[src/rtl/ordbuf_pkg.sv]
package ordbuf_pkg;
  // Default ticket width: 2^TOK_W slots in the ring.
  localparam int unsigned ORDBUF_TOK_W_DEF  = 4;
  // Default result width.
  localparam int unsigned ORDBUF_DATA_W_DEF = 32;
endpackage

[src/rtl/ordbuf_ptrs.sv]
module ordbuf_ptrs #(
  parameter int unsigned TOK_W = ordbuf_pkg::ORDBUF_TOK_W_DEF
) (
  input  logic             clk,
  input  logic             rst_n,
  input  logic             issue_en,
  input  logic             release_en,
  output logic [TOK_W-1:0] in_idx,
  output logic [TOK_W-1:0] out_idx,
  output logic [TOK_W:0]   count,
  output logic             not_full,
  output logic             not_empty
);
  localparam int unsigned DEPTH = 1 << TOK_W;
  localparam logic [TOK_W:0] DEPTH_C = TOK_W'(0) | (TOK_W+1)'(DEPTH);

  always_ff @(posedge clk) begin
    if (!rst_n) begin
      in_idx  <= '0;
      out_idx <= '0;
      count   <= '0;
    end else begin
      if (issue_en)   in_idx  <= in_idx + 1'b1;
      if (release_en) out_idx <= out_idx + 1'b1;
      case ({issue_en, release_en})
        2'b10:   count <= count + 1'b1;
        2'b01:   count <= count - 1'b1;
        default: count <= count;
      endcase
    end
  end

  assign not_full  = (count != DEPTH_C);
  assign not_empty = (count != '0);

  // the ring never holds more than DEPTH tickets
  p_no_overflow_r3: assert property (@(posedge clk) disable iff (!rst_n)
    count <= DEPTH_C);

  // each issue advances the next ticket by one, modulo DEPTH
  p_issue_step_r2: assert property (@(posedge clk) disable iff (!rst_n)
    issue_en |=> in_idx == $past(in_idx) + 1'b1);

  // each release advances the oldest ticket by one
  p_release_step_r6: assert property (@(posedge clk) disable iff (!rst_n)
    release_en |=> out_idx == $past(out_idx) + 1'b1);

  // with no issue and no release, the pointers and the count hold
  p_idle_hold_r11: assert property (@(posedge clk) disable iff (!rst_n)
    (!issue_en && !release_en) |=> ($stable(in_idx) && $stable(out_idx) && $stable(count)));
endmodule

[src/rtl/ordbuf_slots.sv]
module ordbuf_slots #(
  parameter int unsigned TOK_W  = ordbuf_pkg::ORDBUF_TOK_W_DEF,
  parameter int unsigned DATA_W = ordbuf_pkg::ORDBUF_DATA_W_DEF
) (
  input  logic              clk,
  input  logic              rst_n,
  input  logic              clr_en,
  input  logic [TOK_W-1:0]  clr_idx,
  input  logic              wr_en,
  input  logic [TOK_W-1:0]  wr_idx,
  input  logic [DATA_W-1:0] wr_data,
  input  logic [TOK_W-1:0]  rd_idx,
  output logic              rd_vld,
  output logic [DATA_W-1:0] rd_data
);
  localparam int unsigned DEPTH = 1 << TOK_W;

  logic [DEPTH-1:0]  vld_q;
  logic [DATA_W-1:0] data_q [DEPTH];
  logic [DEPTH-1:0]  clr_hit;
  logic [DEPTH-1:0]  wr_hit;

  // One-hot decode of the clear and write targets, one pair per slot.
  for (genvar g = 0; g < DEPTH; g++) begin : g_dec
    assign clr_hit[g] = clr_en && (clr_idx == TOK_W'(g));
    assign wr_hit[g]  = wr_en  && (wr_idx  == TOK_W'(g));
  end

  always_ff @(posedge clk) begin
    if (!rst_n) begin
      vld_q <= '0;
    end else begin
      for (int s = 0; s < DEPTH; s++) begin
        if (clr_hit[s])     vld_q[s] <= 1'b0;
        else if (wr_hit[s]) vld_q[s] <= 1'b1;
      end
    end
  end

  always_ff @(posedge clk) begin
    for (int s = 0; s < DEPTH; s++) begin
      if (wr_hit[s]) data_q[s] <= wr_data;
    end
  end

  // The read port sees only registered state, as it stood before this cycle.
  assign rd_vld  = vld_q[rd_idx];
  assign rd_data = data_q[rd_idx];

  // a written slot reads back valid with the written data
  p_write_lands_r4: assert property (@(posedge clk) disable iff (!rst_n)
    (wr_en && !(clr_en && clr_idx == wr_idx)) |=>
      (vld_q[$past(wr_idx)] && data_q[$past(wr_idx)] == $past(wr_data)));

  // an issued slot starts empty
  p_issue_clears_r7: assert property (@(posedge clk) disable iff (!rst_n)
    clr_en |=> !vld_q[$past(clr_idx)]);
endmodule

[src/rtl/ordbuf_top.sv]
module ordbuf_top #(
  parameter int unsigned TOK_W  = ordbuf_pkg::ORDBUF_TOK_W_DEF,
  parameter int unsigned DATA_W = ordbuf_pkg::ORDBUF_DATA_W_DEF
) (
  input  logic              clk,
  input  logic              rst_n,
  input  logic              tok_req_valid,
  output logic              tok_req_ready,
  output logic [TOK_W-1:0]  tok_id,
  input  logic              wr_en,
  input  logic [TOK_W-1:0]  wr_tok,
  input  logic [DATA_W-1:0] wr_data,
  output logic              rd_valid,
  input  logic              rd_ready,
  output logic [DATA_W-1:0] rd_data
);
  localparam int unsigned DEPTH = 1 << TOK_W;

  logic             issue_en;
  logic             release_en;
  logic [TOK_W-1:0] in_idx;
  logic [TOK_W-1:0] out_idx;
  logic [TOK_W:0]   count;
  logic             not_full;
  logic             not_empty;
  logic             head_vld;
  logic [TOK_W-1:0] wr_age;

  assign issue_en      = tok_req_valid && not_full;
  assign release_en    = rd_valid && rd_ready;
  assign tok_req_ready = not_full;
  assign tok_id        = in_idx;
  assign rd_valid      = not_empty && head_vld;

  ordbuf_ptrs #(.TOK_W(TOK_W)) u_ptrs (
    .clk        (clk),
    .rst_n      (rst_n),
    .issue_en   (issue_en),
    .release_en (release_en),
    .in_idx     (in_idx),
    .out_idx    (out_idx),
    .count      (count),
    .not_full   (not_full),
    .not_empty  (not_empty)
  );

  ordbuf_slots #(.TOK_W(TOK_W), .DATA_W(DATA_W)) u_slots (
    .clk     (clk),
    .rst_n   (rst_n),
    .clr_en  (issue_en),
    .clr_idx (in_idx),
    .wr_en   (wr_en),
    .wr_idx  (wr_tok),
    .wr_data (wr_data),
    .rd_idx  (out_idx),
    .rd_vld  (head_vld),
    .rd_data (rd_data)
  );

  // Age of the written ticket relative to the oldest outstanding one.
  assign wr_age = wr_tok - out_idx;

  // a write-back must name an outstanding ticket
  p_legal_write_r10: assert property (@(posedge clk) disable iff (!rst_n)
    wr_en |-> ({1'b0, wr_age} < count));

  // no ticket is offered when the ring is fully booked
  p_full_blocks_r3: assert property (@(posedge clk) disable iff (!rst_n)
    (count == (TOK_W+1)'(DEPTH)) |-> !tok_req_ready);

  // nothing is presented while no ticket is outstanding
  p_valid_needs_ticket_r5: assert property (@(posedge clk) disable iff (!rst_n)
    rd_valid |-> (count != '0));

  // a stalled result keeps its data until it is taken
  p_hold_stall_r6: assert property (@(posedge clk) disable iff (!rst_n)
    (rd_valid && !rd_ready && !wr_en) |=> (rd_valid && $stable(rd_data)));
endmodule

[config.mk]
export PLATFORM = sky130hd
export DESIGN_NAME = ordbuf_top
export DESIGN_NICKNAME = d
export VERILOG_FILES = /design/src/rtl/ordbuf_pkg.sv /design/src/rtl/ordbuf_ptrs.sv /design/src/rtl/ordbuf_slots.sv /design/src/rtl/ordbuf_top.sv
export SDC_FILE = /design/constraint.sdc
export NUM_CORES = 1
export LEC_CHECK = 0
export ABC_AREA = 1
export BUFFER_PORTS_ARGS = -buffer_cell sky130_fd_sc_hd__clkbuf_2
export CAP_MARGIN = 25
export CORE_MARGIN = 5
export CORE_UTILIZATION = 52
export DETAILED_ROUTE_END_ITERATION = 12
export PLACE_DENSITY = 0.69
export SYNTH_ARGS = -nofsm -noshare
export SYNTH_HDL_FRONTEND = slang
export SYNTH_SLANG_ARGS = --single-unit
[constraint.sdc]
create_clock -name clk -period 3.85 [get_ports clk]
set_input_delay 0.9625 -clock clk [delete_from_list [all_inputs] [get_ports clk]]
set_output_delay 0.9625 -clock clk [all_outputs]
set_load 0.05 [all_outputs]
Word-level counts from Yosys, hierarchy flattened. Memories as Yosys holds them, arrays and structs flattened. A register that Yosys moved wholly into a read port is not among the register bits. Index checks and enable logic that the tools add are counted.

Flip-flop bits (word level): 29. RAM bits: 512. Input bits: 41. Output and inout bits: 38. Word-level logic and storage cells: 211. Memories: 1.

Memory list: u_slots.data_q (depth 16, width 32, rd ports 1, clocked after memory_dff 1, wr ports 1, RTL line ordbuf_slots.sv:19) `logic [DATA_W-1:0] data_q [DEPTH];`.

Add/subtract/negate cells: 4. Magnitude comparators: 1. Equal/unequal tests: 33. Muxes and demuxes: 82. Bitwise operators: 1. Reduce and logical (&&, ||, !) cells: 70.

Operators by type and width (number): $mux W32 (15); $reduce_or A32 Y1 (15); $mux W4 (17); $eq A4 B4 Y1 const B (16); $mux W1 (48); $logic_and A1 B1 Y1 (35); $eq A4 B3 Y1 const B (8); $reduce_or A2 Y1 (16); $eq A4 B2 Y1 const B (4); $pmux W5 S2 (1); $add A4 B1 Y4 const B (2); $eq A4 B1 Y1 const B (2); $logic_not A4 Y1 (2); $add A5 B1 Y5 const B (1); $lt A4 B5 Y1 const B (1); $ne A5 B5 Y1 const B (1); $reduce_bool A5 Y1 (1); $sub A5 B1 Y5 const B (1); $bmux W1 S4 (1); $eq A2 B1 Y1 const B (1); $eq A2 B2 Y1 const B (1); $reduce_bool A2 Y1 (1); $not A1 Y1 (1).

Logic depth before layout (Yosys ltp).
Depth after elaboration: 20. Gate-level depth with buffers: 19. Gate-level depth less buffers: 19.

Cells and area by module. A second synthesis with hierarchy kept.

Cells, all modules: 2328. Area, all modules: 23483.8 um^2.

By module, submodules not included: ordbuf_slots (times used 1, cells an instance 2224, area an instance 22741.8 um^2, sequential area each 15695.1 um^2); ordbuf_ptrs (times used 1, cells an instance 98, area an instance 716.9 um^2, sequential area each 260.2 um^2); ordbuf_top (times used 1, cells an instance 6, area an instance 25.0 um^2, sequential area each 0.0 um^2).

Worst setup path before layout. Ideal clock, no wire load.

Path type: input to register. Start point: input port wr_tok[3]. End point: memory u_slots.data_q[10][0] (netlist bit), enable pin. Setup time: 422 ps. Arrival: 2637 ps. Data required time: 3428 ps. Path slack: 791 ps. Cell stages on the path: 3. Buffers on the path: 0. Path through: inv_1 or2_1 nor2_1.

Elaborated cells between the ends (all ways): 109. Classes of those cells: 15 x eq/ne; 62 x mux; 32 x reduce/logical.

RTL lines: start, declared (RTL line ordbuf_top.sv:11) `input logic [TOK_W-1:0] wr_tok,`; $eq A4 B4 Y1 * (RTL line ordbuf_slots.sv:26) `assign wr_hit[g] = wr_en && (wr_idx == TOK_W'(g));`; $logic_and A1 B1 Y1 * (RTL line ordbuf_slots.sv:26); named net u_slots.wr_hit[10] (RTL line ordbuf_slots.sv:21) `logic [DEPTH-1:0] wr_hit;`; $mux W1 * (RTL line ordbuf_slots.sv:42) `if (wr_hit[s]) data_q[s] <= wr_data;`; $mux W1 (implied by the code) * (RTL line ordbuf_slots.sv:42); $reduce_or A32 Y1 (no source line); $mux W4 (no source line) or $mux W1 (tied branches) (6 in series); end, declared (RTL line ordbuf_slots.sv:19).

Mark *: on every way through the listed nets, which the timed path passes. The rest lies on a longest branch.

==> flow_metrics.tcl <==
set metrics [dict create \
    outcome "completed" \
    crit_required_ps 2890 \
    dr_total_vias 13000 \
    coreArea_um2 42800 \
    timing.final.crit_share 0.942 \
    synth_top_area_cell "edfxtp_1" \
    wire_per_inst_um 21.9 \
    critPathTopFamily "buffers and inverters" \
    final_util 0.584 \
    avgSynthCellArea_um2 13.9 \
    netlist_area_um2 22300 \
    stdcell_area_um2 25000 \
    clock_sinks 545 \
    path_cells "buf_12, buf_12, mux2i_1, o21ai_1, o211ai_1, nand2_1, clkbuf_2" \
    worst_ep_arrival_time_ps 2670 \
    path_class "flip-flop to output pin" \
    crit_fanout 37 \
    end_kind "output pin" \
    slowest_stage "dfxtp_4" \
    diodes 0 \
    cts_buffer_depth 3 \
    start_kind "flip-flop" \
    ys_seq_area_frac 0.718 \
    rsz0062_at_grt "no" \
    overflow 0 \
    grtUsageTotal 0.210 \
    syn2layout_area_growth_pct 11.9 \
    setup_viol 0 \
    netlist.area_leader.share 0.689 \
    grt_pass1_vias 12900 \
    initial_utilization 0.522 \
    holdWs_ps 495 \
    slew_viol_final 0 \
    max_slew.worst_pin.slew_ps 854 \
    dieArea_um2 47200 \
    instances_no_fill 2273 \
    ant_nets 0 \
    syn_inst 1607 \
    cts-root-buf "clkbuf_16" \
    drt_iter0_markers 1288 \
    fp.dieW_um 217 \
    place_hpwl_um 25600 \
    firstDrtPassIters 5 \
    insertion_delay_ps 580 \
    cts_setup_buffers 0 \
    ctsHoldBuffers 0 \
    grt_max_degree 129 \
    max-vdd-ir-drop_uv 444 \
    avgViaCountPerCell 5.72 \
    drv_cap 0 \
    antenna_found_initial 1 \
    dp.cells 2178 \
    ys_seq_elements 545 \
    multi_input_area_um2 5090 \
    setup_tns_ps 0 \
    cts_buffers 54 \
    hold_path_class "flip-flop to flip-flop" \
    gp_congestion 0.751 \
    power_density_nw_per_um2 478 \
    path_clk_slew_ps 60 \
    num-nets-final 1739 \
    relSlewSlack 0.431 \
    placed_area_um2 23400 \
    portBuffers 78 \
    slowest_delay_ps 600 \
    post_cts_resized 0 \
    synthDistinctLibCells 30 \
    tritoncts "yes" \
    period_needed_ps 3630 \
    yosysWarnings 0 \
    synth.net_count 1658 \
    p_leak_nw 8.34 \
    ios 79 \
    nFillCells 3368 \
    rows 76 \
    worstPathBufferInverterCount 3 \
    fin_skew_ps 3.33 \
    drive_gt1_frac 0.145 \
    drt_wl_total_um 49800 \
    cp_common_cell "buf_12" \
    synthTopCellsByArea "edfxtp_1 (69%), mux2i_1 (5.7%), o211ai_1 (3.7%)" \
    grt_pass1_wl_um 76400 \
    fmax_ghz 0.276 \
    cts_max_level 2 \
    hold_violations 0 \
    regArea_um2 16000 \
    chipHeight_um 217 \
    drc 0 \
]
==> logic make-up after synthesis <==
kind of cell    share of synthesized area
fa+ha+maj                         0.00594
xor+xnor                          0.00118
mux                                0.0574
buf+inv                            0.0593
flops                               0.718
simple gates                       0.0340
compound gates                      0.124
==> worst paths after layout <==
path	startpoint	end	slack [ps]	cells past startpoint
setup / recovery	flip-flop	rd_data[21]	220	7
hold reg to reg	u_ptrs.count[4]$_SDFFE_PN0P_	u_ptrs.count[4]$_SDFFE_PN0P_	500	2
setup reg to reg	u_ptrs.out_idx[0]$_SDFFE_PN0P_	u_ptrs.count[4]$_SDFFE_PN0P_	900	18
hold / removal	u_ptrs.count[4]$_SDFFE_PN0P_	u_ptrs.count[4]$_SDFFE_PN0P_	500	2
==> through the flow <==
step	total power [mW]	setup WS, ps
finish	11.9	222
global route	12.3	40.5
CTS	12.0	160
detailed placement	7.16	796
global placement	7.14	814
floorplan	6.97	791
==> worst min-delay path: cells and delay by family (launching register included) <==
kind                   cells  cell delay [ps]
buffers and inverters      1               80
AOI/OAI and AO/OA          1               60
DFF                        1              310
==> Yosys cell counts (all sizes together) <==
master / instances
a211oi: 1
nor3: 1
o211ai: 128
xnor2: 2
edfxtp: 512
nor4: 1
xor2: 1
ha: 9
clkinv: 7
nor2: 49
fa: 1
nand4: 4
a21oi: 149
o21ai: 192
clkbuf: 32
dfxtp: 33
buf: 63
inv: 169
nand3: 45
or2: 1
nand2: 79
mux2i: 128
==> registers in the layout (all words and copies together) (netlist names), named ones only <==
signal,cells
u_slots.data_q,512
u_slots.vld_q,16
u_ptrs.count,5
u_ptrs.in_idx,4
u_ptrs.out_idx,4
==> per-layer routing <==
| layer | GRT usage | share of wire | wire length, µm |
|---|---|---|---|
| met5 | 0 | 0.00022 | 11 |
| met2 | 0.345 | 0.48 | 24000 |
| met4 | 0.0539 | 0.023 | 1160 |
| met1 | 0.294 | 0.43 | 21500 |
| met3 | 0.0392 | 0.062 | 3090 |
==> area by class of cell <==
class                      instances  area share
tap                              546      0.0273
inverter                         176      0.0269
timing repair buffer             120      0.0347
multi-input combinational        791       0.204
clock inverter                    24     0.00751
clock buffer                      71      0.0579
sequential                       545       0.642
==> cells in the final DEF (no fill, tap or decap), types with 2 or more instances in the layout <==
cell	netlist	final
clkbuf_1	32	15
nand4_1	4	4
nand3_1	45	45
clkbuf_2	0	78
dfxtp_4	0	3
inv_1	156	155
nor2_4	0	16
mux2i_1	128	128
o21ai_0	84	84
inv_2	13	12
bufinv_16	0	3
xnor2_1	2	2
buf_12	9	13
nor2_1	49	33
o21ai_1	108	108
nand2_2	2	2
clkinv_1	0	13
a21oi_1	149	149
o211ai_2	19	19
buf_4	5	29
dfxtp_1	33	29
clkinv_2	7	14
o211ai_1	109	109
clkbuf_16	0	55
nand2_1	77	77
ha_1	9	9
edfxtp_1	512	512
==> where the power goes <==
group,internal (mW),switching (mW)
clock,2.82,2.09
sequential,6.60,0.0350
combinational,0.0995,0.297
Power figures use the tool's default switching activity.
